--- src/rtl/wdt3_pkg.sv ---
package wdt3_pkg;
  localparam int DATA_W   = 64;
  localparam int CNT_W    = 24;
  localparam int LEN_W    = 16;
  localparam int MODE_LSB = 0;
  localparam int LEN_LSB  = 4;
  localparam int CNT_LSB  = 20;

  // word indices (byte offset / 8)
  localparam int W_CTRL = 0;
  localparam int W_POKE = 1;
  localparam int W_PEND = 2;
  localparam int W_ESET = 3;
  localparam int W_ECLR = 4;

  typedef enum logic [1:0] {
    MODE_OFF  = 2'd0,
    MODE_HOST = 2'd1,
    MODE_MGMT = 2'd2,
    MODE_FULL = 2'd3
  } wdt_mode_e;
endpackage

--- src/rtl/wdt3_prescale.sv ---
module wdt3_prescale #(
  parameter int DIV = 1024
) (
  input  logic clk,
  input  logic rst,
  input  logic run,
  input  logic clear,
  output logic tick
);
  localparam int PW = (DIV > 1) ? $clog2(DIV) : 1;
  localparam logic [PW-1:0] LAST = PW'(DIV - 1);

  logic [PW-1:0] pre;

  always_ff @(posedge clk) begin
    if (rst || clear || !run) pre <= '0;
    else if (pre == LAST)     pre <= '0;
    else                      pre <= pre + 1'b1;
  end

  assign tick = run && !clear && (pre == LAST);
endmodule

--- src/rtl/wdt3_count.sv ---
module wdt3_count
  import wdt3_pkg::*;
(
  input  logic             clk,
  input  logic             rst,
  input  logic             load,
  input  logic [CNT_W-1:0] load_val,
  input  logic             poke,
  input  logic [LEN_W-1:0] len,
  input  logic             tick,
  output logic [CNT_W-1:0] count,
  output logic             expire
);
  localparam int LOW_W = CNT_W - LEN_W;

  logic [CNT_W-1:0] reload;
  assign reload = {len, {LOW_W{1'b1}}};

  always_ff @(posedge clk) begin
    if (rst)       count <= '0;
    else if (load) count <= load_val;
    else if (poke) count <= reload;
    else if (tick) count <= (count == '0) ? reload : count - 1'b1;
  end

  // tick is already suppressed by load/poke through the prescaler clear
  assign expire = tick && (count == '0);
endmodule

--- src/rtl/wdt3_seq.sv ---
module wdt3_seq
  import wdt3_pkg::*;
#(
  parameter bit RST_HOLD = 1'b0
) (
  input  logic       clk,
  input  logic       rst,
  input  logic [1:0] mode,
  input  logic       expire,
  input  logic       restart,
  output logic       ev_host,
  output logic       ev_mgmt,
  output logic [1:0] stage,
  output logic       core_rst
);
  logic [1:0] stage_nxt;
  logic       ev_rst;

  always_comb begin
    ev_host   = 1'b0;
    ev_mgmt   = 1'b0;
    ev_rst    = 1'b0;
    stage_nxt = stage;
    if (mode == MODE_OFF || restart) begin
      stage_nxt = 2'd0;
    end else if (expire) begin
      case (wdt_mode_e'(mode))
        MODE_HOST: ev_host = 1'b1;
        MODE_MGMT: begin
          if (stage == 2'd0) begin
            ev_host   = 1'b1;
            stage_nxt = 2'd1;
          end else begin
            ev_mgmt = 1'b1;
          end
        end
        MODE_FULL: begin
          if (stage == 2'd0) begin
            ev_host   = 1'b1;
            stage_nxt = 2'd1;
          end else if (stage == 2'd1) begin
            ev_mgmt   = 1'b1;
            stage_nxt = 2'd2;
          end else begin
            ev_rst = 1'b1;
          end
        end
        default: ;
      endcase
    end
  end

  always_ff @(posedge clk) begin
    if (rst) stage <= 2'd0;
    else     stage <= stage_nxt;
  end

  generate
    if (RST_HOLD) begin : g_hold
      always_ff @(posedge clk) begin
        if (rst) core_rst <= 1'b0;
        else     core_rst <= core_rst | ev_rst;
      end
    end else begin : g_pulse
      always_ff @(posedge clk) begin
        if (rst) core_rst <= 1'b0;
        else     core_rst <= ev_rst;
      end
    end
  endgenerate
endmodule

--- src/rtl/wdt3_regs.sv ---
module wdt3_regs
  import wdt3_pkg::*;
#(
  parameter int ADDR_W = 6
) (
  input  logic              clk,
  input  logic              rst,
  input  logic              bus_wr,
  input  logic              bus_rd,
  input  logic [ADDR_W-1:0] bus_addr,
  input  logic [DATA_W-1:0] bus_wdata,
  output logic [DATA_W-1:0] bus_rdata,
  input  logic [CNT_W-1:0]  count,
  input  logic              ev_host,
  input  logic              ev_mgmt,
  output logic [1:0]        mode,
  output logic [LEN_W-1:0]  len,
  output logic              ctrl_load,
  output logic [CNT_W-1:0]  ctrl_cnt,
  output logic              poke,
  output logic [1:0]        pend,
  output logic [1:0]        ena,
  output logic              host_irq,
  output logic              mgmt_irq
);
  localparam int WORD_W = ADDR_W - 3;

  logic [WORD_W-1:0] word;
  logic              wr_pend, wr_eset, wr_eclr;
  logic [1:0]        pend_nxt;
  logic              unused_bits;

  assign word      = bus_addr[ADDR_W-1:3];
  assign ctrl_load = bus_wr && (word == WORD_W'(W_CTRL));
  assign poke      = bus_wr && (word == WORD_W'(W_POKE));
  assign wr_pend   = bus_wr && (word == WORD_W'(W_PEND));
  assign wr_eset   = bus_wr && (word == WORD_W'(W_ESET));
  assign wr_eclr   = bus_wr && (word == WORD_W'(W_ECLR));
  assign ctrl_cnt  = bus_wdata[CNT_LSB +: CNT_W];
  assign unused_bits = ^{bus_wdata[DATA_W-1:CNT_LSB+CNT_W], bus_wdata[3:2], bus_addr[2:0]};

  // an event on the same cycle as a clear keeps the bit set
  assign pend_nxt = (pend & ~(wr_pend ? bus_wdata[1:0] : 2'b00)) | {ev_mgmt, ev_host};

  always_ff @(posedge clk) begin
    if (rst) begin
      mode     <= 2'd0;
      len      <= '0;
      pend     <= 2'b00;
      ena      <= 2'b00;
      host_irq <= 1'b0;
      mgmt_irq <= 1'b0;
    end else begin
      if (ctrl_load) begin
        mode <= bus_wdata[MODE_LSB +: 2];
        len  <= bus_wdata[LEN_LSB +: LEN_W];
      end
      pend <= pend_nxt;
      if (wr_eset)      ena <= ena | bus_wdata[1:0];
      else if (wr_eclr) ena <= ena & ~bus_wdata[1:0];
      host_irq <= pend[0] & ena[0];
      mgmt_irq <= pend[1] & ena[1];
    end
  end

  always_ff @(posedge clk) begin
    if (rst) begin
      bus_rdata <= '0;
    end else if (bus_rd) begin
      if (word == WORD_W'(W_CTRL))
        bus_rdata <= {{(DATA_W-CNT_LSB-CNT_W){1'b0}}, count, len, 2'b00, mode};
      else if (word == WORD_W'(W_PEND))
        bus_rdata <= {{(DATA_W-2){1'b0}}, pend};
      else if (word == WORD_W'(W_ESET) || word == WORD_W'(W_ECLR))
        bus_rdata <= {{(DATA_W-2){1'b0}}, ena};
      else
        bus_rdata <= '0;
    end
  end
endmodule

--- src/rtl/wdt3_top.sv ---
module wdt3_top
  import wdt3_pkg::*;
#(
  parameter int DIV      = 1024,
  parameter int ADDR_W   = 6,
  parameter bit RST_HOLD = 1'b0
) (
  input  logic              clk,
  input  logic              rst,
  input  logic              bus_wr,
  input  logic              bus_rd,
  input  logic [ADDR_W-1:0] bus_addr,
  input  logic [63:0]       bus_wdata,
  output logic [63:0]       bus_rdata,
  output logic              host_irq,
  output logic              mgmt_irq,
  output logic              core_rst
);
  logic [1:0]       mode;
  logic [LEN_W-1:0] len;
  logic             ctrl_load, poke;
  logic [CNT_W-1:0] ctrl_cnt, count;
  logic [1:0]       pend, ena, stage;
  logic             tick, expire, ev_host, ev_mgmt;

  wdt3_regs #(.ADDR_W(ADDR_W)) u_regs (
    .clk(clk), .rst(rst), .bus_wr(bus_wr), .bus_rd(bus_rd),
    .bus_addr(bus_addr), .bus_wdata(bus_wdata), .bus_rdata(bus_rdata),
    .count(count), .ev_host(ev_host), .ev_mgmt(ev_mgmt),
    .mode(mode), .len(len), .ctrl_load(ctrl_load), .ctrl_cnt(ctrl_cnt),
    .poke(poke), .pend(pend), .ena(ena),
    .host_irq(host_irq), .mgmt_irq(mgmt_irq)
  );

  wdt3_prescale #(.DIV(DIV)) u_pre (
    .clk(clk), .rst(rst), .run(mode != 2'd0),
    .clear(poke || ctrl_load), .tick(tick)
  );

  wdt3_count u_cnt (
    .clk(clk), .rst(rst), .load(ctrl_load), .load_val(ctrl_cnt),
    .poke(poke), .len(len), .tick(tick), .count(count), .expire(expire)
  );

  wdt3_seq #(.RST_HOLD(RST_HOLD)) u_seq (
    .clk(clk), .rst(rst), .mode(mode), .expire(expire), .restart(poke),
    .ev_host(ev_host), .ev_mgmt(ev_mgmt), .stage(stage), .core_rst(core_rst)
  );
endmodule

--- config.mk ---
export PLATFORM = sky130hd
export DESIGN_NAME = wdt3_top
export DESIGN_NICKNAME = d
export VERILOG_FILES = /design/src/rtl/wdt3_pkg.sv /design/src/rtl/wdt3_prescale.sv /design/src/rtl/wdt3_count.sv /design/src/rtl/wdt3_seq.sv /design/src/rtl/wdt3_regs.sv /design/src/rtl/wdt3_top.sv
export SDC_FILE = /design/constraint.sdc
export NUM_CORES = 1
export LEC_CHECK = 0
export ABC_CLOCK_PERIOD_IN_PS = 4500
export BUFFER_PORTS_ARGS = -buffer_cell sky130_fd_sc_hd__buf_2
export CELL_PAD_IN_SITES_DETAIL_PLACEMENT = 0
export CELL_PAD_IN_SITES_GLOBAL_PLACEMENT = 2
export CORE_UTILIZATION = 30
export DETAILED_ROUTE_END_ITERATION = 7
export PLACE_DENSITY = 0.9
export SLEW_MARGIN = 20
export SYNTH_ARGS = -nofsm -noshare
export SYNTH_HDL_FRONTEND = slang
export SYNTH_HIERARCHICAL = 1
export SYNTH_SLANG_ARGS = --single-unit
--- constraint.sdc ---
create_clock -name clk -period 4.5 [get_ports clk]
set_clock_uncertainty 0.15 [all_clocks]
set_input_delay 0.9 -clock clk [delete_from_list [all_inputs] [get_ports clk]]
set_output_delay 0.9 -clock clk [all_outputs]
set_load 0.01 [all_outputs]
==> results of run 1 <==
[worst paths after layout]
kind	startpoint	end	slack (ps)	cells after the start
max	bus_addr[5]	u_regs/pend[1]	1170	12
min	register	u_regs/host_irq	300	2
max reg2reg	u_pre/pre[0]	u_regs/pend[1]	1540	10
min reg2reg	register	u_regs/host_irq	300	2
[power breakdown]
part | leakage [nW] | internal, mW | switching (mW) | total, mW
clock | 0.129 | 0.376 | 0.356 | 0.732
sequential | 0.833 | 0.931 | 0.0326 | 0.963
combinational | 1.35 | 0.101 | 0.157 | 0.258
total | 2.32 | 1.41 | 0.545 | 1.95
[final cells by class]
type,instances,area (um^2)
well taps,220,275
flip-flops and latches,103,2060
repair buffers,103,541
multi-input cells,464,2650
fillers,1785,10900
inverters,16,65.1
clock inverters,5,35.0
clock buffers,11,233
[placed cells by master, fill, tap and decap left out, types with 3 or more instances in the layout]
cell and n:
buf_2 93, o221a_2 3, dfxtp_1 103, nor4_2 3, nand4_1 5, nand2_1 51
and3_1 3, xnor2_1 10, a221oi_1 4, clkbuf_16 9, nor4_1 8, or3_1 6
a21oi_1 69, ha_1 3, conb_1 22, a211o_1 4, inv_1 15, xor2_1 9
o22ai_1 15, nor3b_1 3, clkinv_4 3, a21oi_2 3, nand3_1 10, o221a_1 8
or2_2 4, nor2b_1 42, o21ai_0 15, nor2_1 91, buf_4 10, nor4b_1 3
o21a_1 4, nor3_1 24, a311oi_1 3
[registers in the layout, indices dropped and copies added (netlist names), named ones only]
name	cells
u_regs/bus_rdata	42
u_cnt/count	24
u_regs/len	16
u_pre/pre	10
u_regs/mode	2
u_regs/pend	2
u_seq/stage	2
u_regs/host_irq	1
u_regs/mgmt_irq	1
u_seq/core_rst	1
[critical path, delay by kind of cell]
family / cells / cell delay (ps)
AOI/OAI and AO/OA: 1 / 260
buffers and inverters: 4 / 670
and+or+nand+nor: 7 / 1590
[routing by layer]
metal	GRT usage (%)	vias to the layer above	wire length, um
li1	-	2273	-
met1	23.1	2011	7000
met2	23.3	122	5890
met3	2.82	14	723
met4	5.93	0	190
met5	0	-	0
[cells by family after synthesis]
logic type | after synthesis | synth area share (%)
DFF | 103 | 39.6
adders and majority gates | 3 | 0.721
and+or+nand+nor | 273 | 27.0
xor gates and xnor gates | 19 | 3.19
muxes | 2 | 0.384
buffers and inverters | 98 | 11.3
other | 1 | 0.0720
AOI/OAI and AO/OA | 145 | 17.8
==> qor.csv, run 1 <==
stage,metric,value,unit
synth,synth.cell_area,5210,um^2
placement,dp_hpwl,9.63,mm
grt,grt_antenna_before_repair,0,
cts,cts_buffers,9,
power_and_ir_drop,p_per_area,333,nW/um^2
sta,period_minus_slack,3330,ps
hold_path,hold_path_class,reg -> reg,
sta,finalSetupViolCount,0,
sta,slew_headroom,56.3,%
power_and_ir_drop,ir_worst_vdd,0.190,mV
power_and_ir_drop,total_power,1.95,mW
cts,clk_pin_slew_worst_paths,70,ps
synth,ys_ff_latch,103,
synth,yosysSeqAreaShare,39.6,%
placement,place_inst,906,
die,dieArea,17900,um^2
cts,cts_max_level,3,
layout,drive_above_1_share,20.2,%
routing,drc,0,
synth,synthTopCellsByCount,"103 x dfxtp_1, 91 x nor2_1, 69 x a21oi_1",
die,initial_core_util,31.1,%
synth,synth_ff_type,dfxtp_1,
critical_path,critPathRequiredTime,4610,ps
routing,drt-initial-drc-count,304,
synth,synth_area_leaders,"dfxtp_1 40%, a21oi_1 6.6%, buf_4 6.6%",
die,fp.dieW,134,um
layout,nets,774,
synth,yosysUniqueCellTypes,66,
synth,synth_most_common_cell,dfxtp_1,
placement,gp_congestion,0.778,
synth,synth_top_area_cell,dfxtp_1,
critical_path,cp_max_fo,19,
sta,hold_slack,296,ps
placement,place_ws,810,ps
layout,fin_area,5860,um^2
synth,syn-mean-instance-area,8.09,um^2
grt,grt_max_degree,46,
outcome,outcome,"complete, no violations",
layout,area_delta_synth_final,12.6,%
routing,first_pass_iters,4,
grt,grt_pass1_wl,22.3,mm
die,core_area,16800,um^2
critical_path,crit_type,in -> reg,
grt,grtUsageTotal,16.0,%
layout,num_antenna_cells,0,
critical_path,critPathLaunchType,input pin,
sta,fmax,301,MHz
routing,wirelength,13.8,mm
critical_path,cpPeakStageDelay,400,ps
placement,port_buffers,93,
cts,clock_latency,360,ps
cts,cts_tree,built,
synth,synth_enable_flop_cells,0,
layout,instances_no_fill,922,
sta,slew_viol_final,0,
power_and_ir_drop,leakagePower,2.32,nW
layout,fin_util,35.0,%
cts,clock_path_buffers,2,
die,rows,47,
grt,grt_pass1_vias,4074,
sta,layout_setup_ws,1170,ps
critical_path,worst_ep_arrival_time,3430,ps
synth,yosys_warnings,6,
sta,setup_tns,0,ps
sta,rsz0062_at_grt,false,
grt,overflow,0,
routing,wl_per_cell,15.0,um
routing,vias_per_cell,4.79,
placement,place_area,5600,um^2
synth,synth.top_cell.area_share,39.6,%
cts,post_cts_buffers,0,
cts,hold_buffers,0,
routing,vias,4420,
synth,synthArstFlopShare,0,%
critical_path,cp_cell_sequence,buf_2 -> or4b_4 -> clkinv_4 -> or2_1 -> nand2b_1 -> nor2_1 -> buf_4 -> and3_1 -> nand2_2 -> nor4b_1 -> inv_1 -> a311oi_1,
cts,cts.sink_count,103,
sta,hold_viol_final,0,
routing,antenna_left,0,
sta,final.period_utilization,73.9,%
cts,cts_resized,0,
critical_path,crit_slowest_cell,nor4b_1,
die,num_io_pins,141,
critical_path,end_kind,register,
cts,cts-root-buf,clkbuf_16,
sta,worstMarginPinSlew,649,ps
run,max_cap_viol_count,0,
die,die_h,134,um
synth,syn-instance-count,644,
No activity file was read; power rests on OpenSTA's default activity.
==> run 2, diff against run 1 <==
--- a/config.mk
+++ b/config.mk
@@ -5,7 +5,7 @@
 export SDC_FILE = /design/constraint.sdc
 export NUM_CORES = 1
 export LEC_CHECK = 0
-export ABC_CLOCK_PERIOD_IN_PS = 4500
+export ABC_CLOCK_PERIOD_IN_PS = 3200
 export BUFFER_PORTS_ARGS = -buffer_cell sky130_fd_sc_hd__buf_2
 export CELL_PAD_IN_SITES_DETAIL_PLACEMENT = 0
 export CELL_PAD_IN_SITES_GLOBAL_PLACEMENT = 2
==> constraint.sdc (replaced) <==
create_clock -name clk -period 3.2 [get_ports clk]
set_clock_uncertainty 0.15 [all_clocks]
set_input_delay 0.64 -clock clk [delete_from_list [all_inputs] [get_ports clk]]
set_output_delay 0.64 -clock clk [all_outputs]
set_load 0.01 [all_outputs]
==> qor.csv, run 2 (synthesis gave the netlist of run 1 again) <==
stage,metric,value,unit,change
layout,area_delta_synth_final,14.7,%,
layout,layout_common_cells,"103 x dfxtp_1, 93 x buf_2, 91 x nor2_1",,
sta,hold_viol_final,0,,unchanged
die,die_h,134,um,unchanged
critical_path,cpPeakStageDelay,560,ps,+160 ps
grt,grtUsageTotal,16.1,%,+0.13 points
cts,clk_pin_slew_worst_paths,70,ps,about the same
critical_path,path_delay_family,simple AND/OR/NAND/NOR gates,,
layout,regMostFlops,u_regs/bus_rdata,,
layout,num_antenna_cells,0,,unchanged
critical_path,worst_ep_arrival_time,2930,ps,-500 ps
grt,grt_antenna_before_repair,0,,unchanged
grt,grtUsageMet1,23.0,%,-0.17 points
critical_path,critPathRequiredTime,3320,ps,-1290 ps
cts,cts_resized,0,,unchanged
grt,grt-busiest-layer,met2,,
routing,drt-initial-drc-count,275,,-9.5%
hold_path,hold_path_class,reg -> reg,,
cts,cts_tree,built,,
power_and_ir_drop,leakagePower,2.37,nW,+2.3%
grt,use_met2,23.7,%,+0.37 points
layout,drive_above_1_share,20.7,%,+0.51 points
sta,fmax,356,MHz,
critical_path,path_common_cell,nand2_2,,
cts,hold_buffers,0,,unchanged
sta,setup_tns,0,ps,unchanged
routing,first_pass_iters,4,,unchanged
layout,fin_util,35.7,%,+0.66 points
critical_path,cp_cell_sequence,ha_1 -> nand2_2 -> or4_4 -> nor2_1 -> and3_1 -> nand2_2 -> nor4b_1 -> inv_1 -> a311oi_1,,
layout,nets,776,,+0.26%
grt,grt_max_degree,65,,+41%
power_and_ir_drop,ir_worst_vdd,0.296,mV,+56%
sta,finalSetupViolCount,0,,unchanged
layout,top_regs,"u_regs/bus_rdata x42, u_cnt/count x24, u_regs/len x16",,
power_and_ir_drop,p_per_area,508,nW/um^2,+53%
routing,vias_per_cell,4.82,,+0.57%
die,dieArea,17900,um^2,unchanged
sta,slew_headroom,53.2,%,-3.1 points
outcome,outcome,"complete, no violations",,
placement,port_buffers,93,,unchanged
sta,worstMarginPinSlew,695,ps,+46.2 ps
sta,slew_viol_final,0,,unchanged
sta,period_minus_slack,2810,ps,
critical_path,crit_type,reg -> reg,,
sta,final.period_utilization,87.7,%,
routing,wl_per_cell,15.3,um,+2.1%
die,initial_core_util,31.1,%,unchanged
die,core_area,16800,um^2,unchanged
cts,cts-root-buf,clkbuf_16,,
routing,drc,0,,unchanged
sta,rsz0062_at_grt,false,,
cts,cts_max_level,3,,unchanged
critical_path,critPathLaunchType,register,,
routing,wirelength,14.1,mm,+2.4%
cts,clock_path_buffers,2,,unchanged
routing,vias,4455,,+0.79%
cts,cts_buffers,9,,unchanged
die,rows,47,,unchanged
layout,seqCellArea,2060,um^2,unchanged
grt,use_met3,4.00,%,+1.2 points
critical_path,cp_max_fo,5,,-14
run,max_cap_viol_count,0,,unchanged
placement,gp_congestion,0.770,,-1.0%
placement,dp_hpwl,9.74,mm,+1.1%
critical_path,crit_slowest_cell,or4_4,,
critical_path,end_kind,register,,
grt,grt_pass1_wl,22.5,mm,+0.71%
cts,clock_latency,360,ps,about the same
die,num_io_pins,141,,unchanged
routing,antenna_left,0,,unchanged
grt,overflow,0,,unchanged
layout,final_common_cell,dfxtp_1,,
cts,cts.sink_count,103,,unchanged
layout,largest_reg_flops,42,,unchanged
layout,fillers,1779,,-0.34%
critical_path,path_buf_inv,1,,-3
die,fp.dieW,134,um,unchanged
layout,multiInputGateArea,2650,um^2,unchanged
sta,hold_slack,296,ps,+0.116 ps
grt,grt_pass1_vias,4102,,+0.69%
cts,post_cts_buffers,0,,unchanged
-- run 2: final cells by class --
cell class                 instances  area share, %
clock inverter                     7           2.11
clock buffer                       9           3.77
inverter                          16           1.09
sequential                       103           34.5
timing repair buffer             105           9.51
tap                              220           4.61
multi-input combinational        464           44.4
-- run 2: report_power, final --
group          total, mW  internal (mW)  switching (mW)
clock               1.31          0.776           0.537
sequential          1.35           1.31          0.0450
combinational      0.369          0.144           0.224
total               3.04           2.23           0.806
-- run 2: per-layer routing --
metal | wire length (um) | vias to the layer above
met5 | 0 | -
met4 | 131 | 0
met3 | 690 | 9
met2 | 6200 | 96
met1 | 7100 | 2067
li1 | - | 2283
-- run 2: final timing paths --
kind                              startpoint        endpoint  slack [ps]  cells after the start
worst min register to register  u_pre/pre[0]    u_pre/pre[0]         300                      1
worst max register to register  u_pre/pre[0]  u_regs/pend[1]         390                      9
worst min-delay path            u_pre/pre[0]    u_pre/pre[0]         300                      1
worst max-delay path            u_pre/pre[0]  u_regs/pend[1]         390                      9
-- run 2: worst reg2reg max path, cell delays in order, from the launching register on --
cell      delay [ps]
dfxtp_1          350
ha_1             240
nand2_2          110
or4_4            560
nor2_1           230
and3_1           290
nand2_2          100
nor4b_1          370
inv_1             80
a311oi_1         240
-- run 2: through the flow --
stage	std cells	worst slack (ps)	area (um^2)	power (mW)
after global routing	924	144	5980	3.18
after floorplan	665	33.7	5290	1.67
final	924	394	5980	3.04
after global placement	908	208	5620	1.75
after detailed placement	908	173	5620	1.75
after CTS	924	389	5980	3.07
==> run 3, diff against run 2 <==
--- a/config.mk
+++ b/config.mk
@@ -5,13 +5,13 @@
 export SDC_FILE = /design/constraint.sdc
 export NUM_CORES = 1
 export LEC_CHECK = 0
-export ABC_CLOCK_PERIOD_IN_PS = 3200
+export ABC_CLOCK_PERIOD_IN_PS = 2300
 export BUFFER_PORTS_ARGS = -buffer_cell sky130_fd_sc_hd__buf_2
 export CELL_PAD_IN_SITES_DETAIL_PLACEMENT = 0
 export CELL_PAD_IN_SITES_GLOBAL_PLACEMENT = 2
-export CORE_UTILIZATION = 30
+export CORE_UTILIZATION = 27
 export DETAILED_ROUTE_END_ITERATION = 7
-export PLACE_DENSITY = 0.9
+export PLACE_DENSITY = 0.86
 export SLEW_MARGIN = 20
 export SYNTH_ARGS = -nofsm -noshare
 export SYNTH_HDL_FRONTEND = slang
==> constraint.sdc (replaced) <==
create_clock -name clk -period 2.3 [get_ports clk]
set_clock_uncertainty 0.15 [all_clocks]
set_input_delay 0.46 -clock clk [delete_from_list [all_inputs] [get_ports clk]]
set_output_delay 0.46 -clock clk [all_outputs]
set_load 0.01 [all_outputs]
==> qor.csv, run 3 (synthesis gave the netlist of run 1 again) <==
stage,metric,value,unit,change
grt,grt_antenna_before_repair,0,,unchanged
critical_path,cp_cell_sequence,ha_4 -> nand2_2 -> or4_4 -> nor2_4 -> buf_6 -> nand2b_4 -> or3_4 -> o221a_4,,
layout,regMostFlops,u_regs/bus_rdata,,
layout,nets,842,,+8.5%
cts,cts-root-buf,clkbuf_16,,
grt,grt_max_degree,54,,-17%
power_and_ir_drop,p_per_area,613,nW/um^2,+21%
grt,grt_pass1_vias,4436,,+8.1%
critical_path,critPathLaunchType,register,,
grt,use_met2,24.5,%,+0.79 points
cts,cts_tree,built,,
die,fp.dieW,141,um,+5.3%
layout,drive_above_1_share,30.4,%,+9.7 points
placement,gp_congestion,0.766,,-0.58%
cts,hold_buffers,0,,unchanged
layout,final_common_cell,dfxtp_1,,
power_and_ir_drop,ir_worst_vdd,0.399,mV,+35%
sta,hold_viol_final,0,,unchanged
critical_path,end_kind,register,,
critical_path,cp-startpoint,u_pre/pre[0],,
critical_path,cp_max_fo,7,,+2
cts,clock_latency,360,ps,about the same
sta,rsz0062_at_grt,true,,
grt,grtUsageTotal,15.7,%,-0.35 points
die,rows,50,,+6.4%
layout,fin_util,35.5,%,-0.17 points
placement,place_ws,-394,ps,-567 ps
routing,drc,0,,unchanged
routing,drt-initial-drc-count,338,,+23%
die,dieArea,19900,um^2,+11%
critical_path,cpPeakStageDelay,440,ps,-120 ps
outcome,outcome,"complete, but fails checks",,
routing,first_pass_iters,5,,+1
hold_path,hold_path_class,in -> reg,,
grt,grt-busiest-layer,met2,,
sta,fmax,431,MHz,+21%
routing,vias,4735,,+6.3%
sta,period_minus_slack,2320,ps,-487 ps
placement,dp_hpwl,10.7,mm,+10%
sta,slew_viol_final,0,,unchanged
critical_path,r2r-start,u_pre/pre[0],,
routing,wl_per_cell,14.9,um,-2.3%
layout,num_antenna_cells,0,,unchanged
cts,cts.sink_count,103,,unchanged
die,num_io_pins,141,,unchanged
die,die_h,141,um,+5.3%
routing,antenna_left,0,,unchanged
layout,area_delta_synth_final,28.3,%,
grt,grtUsageMet1,22.1,%,-0.87 points
grt,overflow,0,,unchanged
sta,layout_setup_ws,-18.2,ps,-413 ps
hold_path,min_from,bus_wdata[17],,
cts,cts_buffers,9,,unchanged
layout,top_regs,"u_regs/bus_rdata x42, u_cnt/count x24, u_regs/len x16",,
placement,port_buffers,93,,unchanged
run,max_cap_viol_count,0,,unchanged
routing,wirelength,15.4,mm,+8.9%
cts,clk_pin_slew_worst_paths,80,ps,about the same
layout,fillers,1993,,+12%
critical_path,crit_slowest_cell,or4_4,,
sta,final.period_utilization,101,%,+13 points
cts,clock_path_buffers,2,,unchanged
cts,cts_max_level,3,,unchanged
routing,vias_per_cell,4.60,,-4.7%
grt,grt_pass1_wl,24.4,mm,+8.2%
outcome,violations,setup timing,,
die,core_area,18800,um^2,+12%
grt,use_met3,3.09,%,-0.90 points
sta,finalSetupViolCount,5,,+5
die,initial_core_util,27.7,%,-3.4 points
layout,largest_reg_flops,42,,unchanged
layout,instances_no_fill,1030,,+11%
power_and_ir_drop,leakagePower,2.73,nW,+15%
critical_path,critPathRequiredTime,2400,ps,-920 ps
placement,place_inst,1010,,+11%
layout,layout_common_cells,"98 x dfxtp_1, 91 x buf_2, 88 x nor2_1",,
critical_path,crit_type,reg -> reg,,
critical_path,worst_ep_arrival_time,2420,ps,-510 ps
run 3: changes by cell type in the layout (fill, tap and decap cells not counted), moves of 3 or more:
cell,before,now
buf_4,11,70
buf_6,0,6
bufinv_16,3,0
dfxtp_1,103,98
dfxtp_2,0,5
nor2_1,91,88
o221a_2,3,0
o221a_4,0,3
or3_4,1,4
run 3: power breakdown:
group / switching, mW / leakage [nW] / internal (mW)
registers: 0.0396 / 0.836 / 1.82
clock network: 0.776 / 0.141 / 0.760
logic: 0.383 / 1.76 / 0.318
run 3: final timing paths:
check,to,slack (ps),depth (start not counted)
min reg2reg,u_regs/mgmt_irq,300,2
min,u_regs/len[13],180,3
max reg2reg,u_cnt/count[9],-20,8
max,u_cnt/count[9],-20,8
run 3: cell type report:
type | count | area, um^2 | area share (%)
multi-input cells | 465 | 2820 | 42.1
flip-flops and latches | 103 | 2070 | 30.9
repair buffers | 170 | 1110 | 16.6
well taps | 260 | 325 | 4.87
clock buffers | 9 | 225 | 3.37
inverters | 16 | 72.6 | 1.09
clock inverters | 7 | 66.3 | 0.992
run 3: worst max-delay path: cells and delay by family (launching register included):
kind,cells,cell delay (ps)
AO/OA/AOI/OAI,1,280
adder cells (fa/ha/maj),1,140
AND/OR/NAND/NOR,5,1150
buffers and inverters,1,130
flip-flops,1,360
run 3: per-layer routing:
metal,vias up,routed length [um]
met1,2195,7570
met5,-,0
li1,2412,-
met4,0,185
met3,14,713
met2,114,6910
run 3: metrics by stage:
step	setup TNS, ps	hold WS, ps	power [mW]	area, um^2
2_1_floorplan	-8670	267	2.33	5360
3_3_place_gp	-6860	294	2.56	6200
3_5_place_dp	-7240	295	2.56	6200
4_1_cts	-149	169	4.11	6590
5_1_grt	-438	177	4.28	6680
6_report	-45.7	180	4.10	6680
run 3: timing repair:
item | 4_1_cts | 5_1_grt
resized for setup | 16 | 18
buffers inserted | 2 | 1
pin swaps | 6 | 10
cloned | 1 | 0
endpoints found under the setup margin | 23 | 24
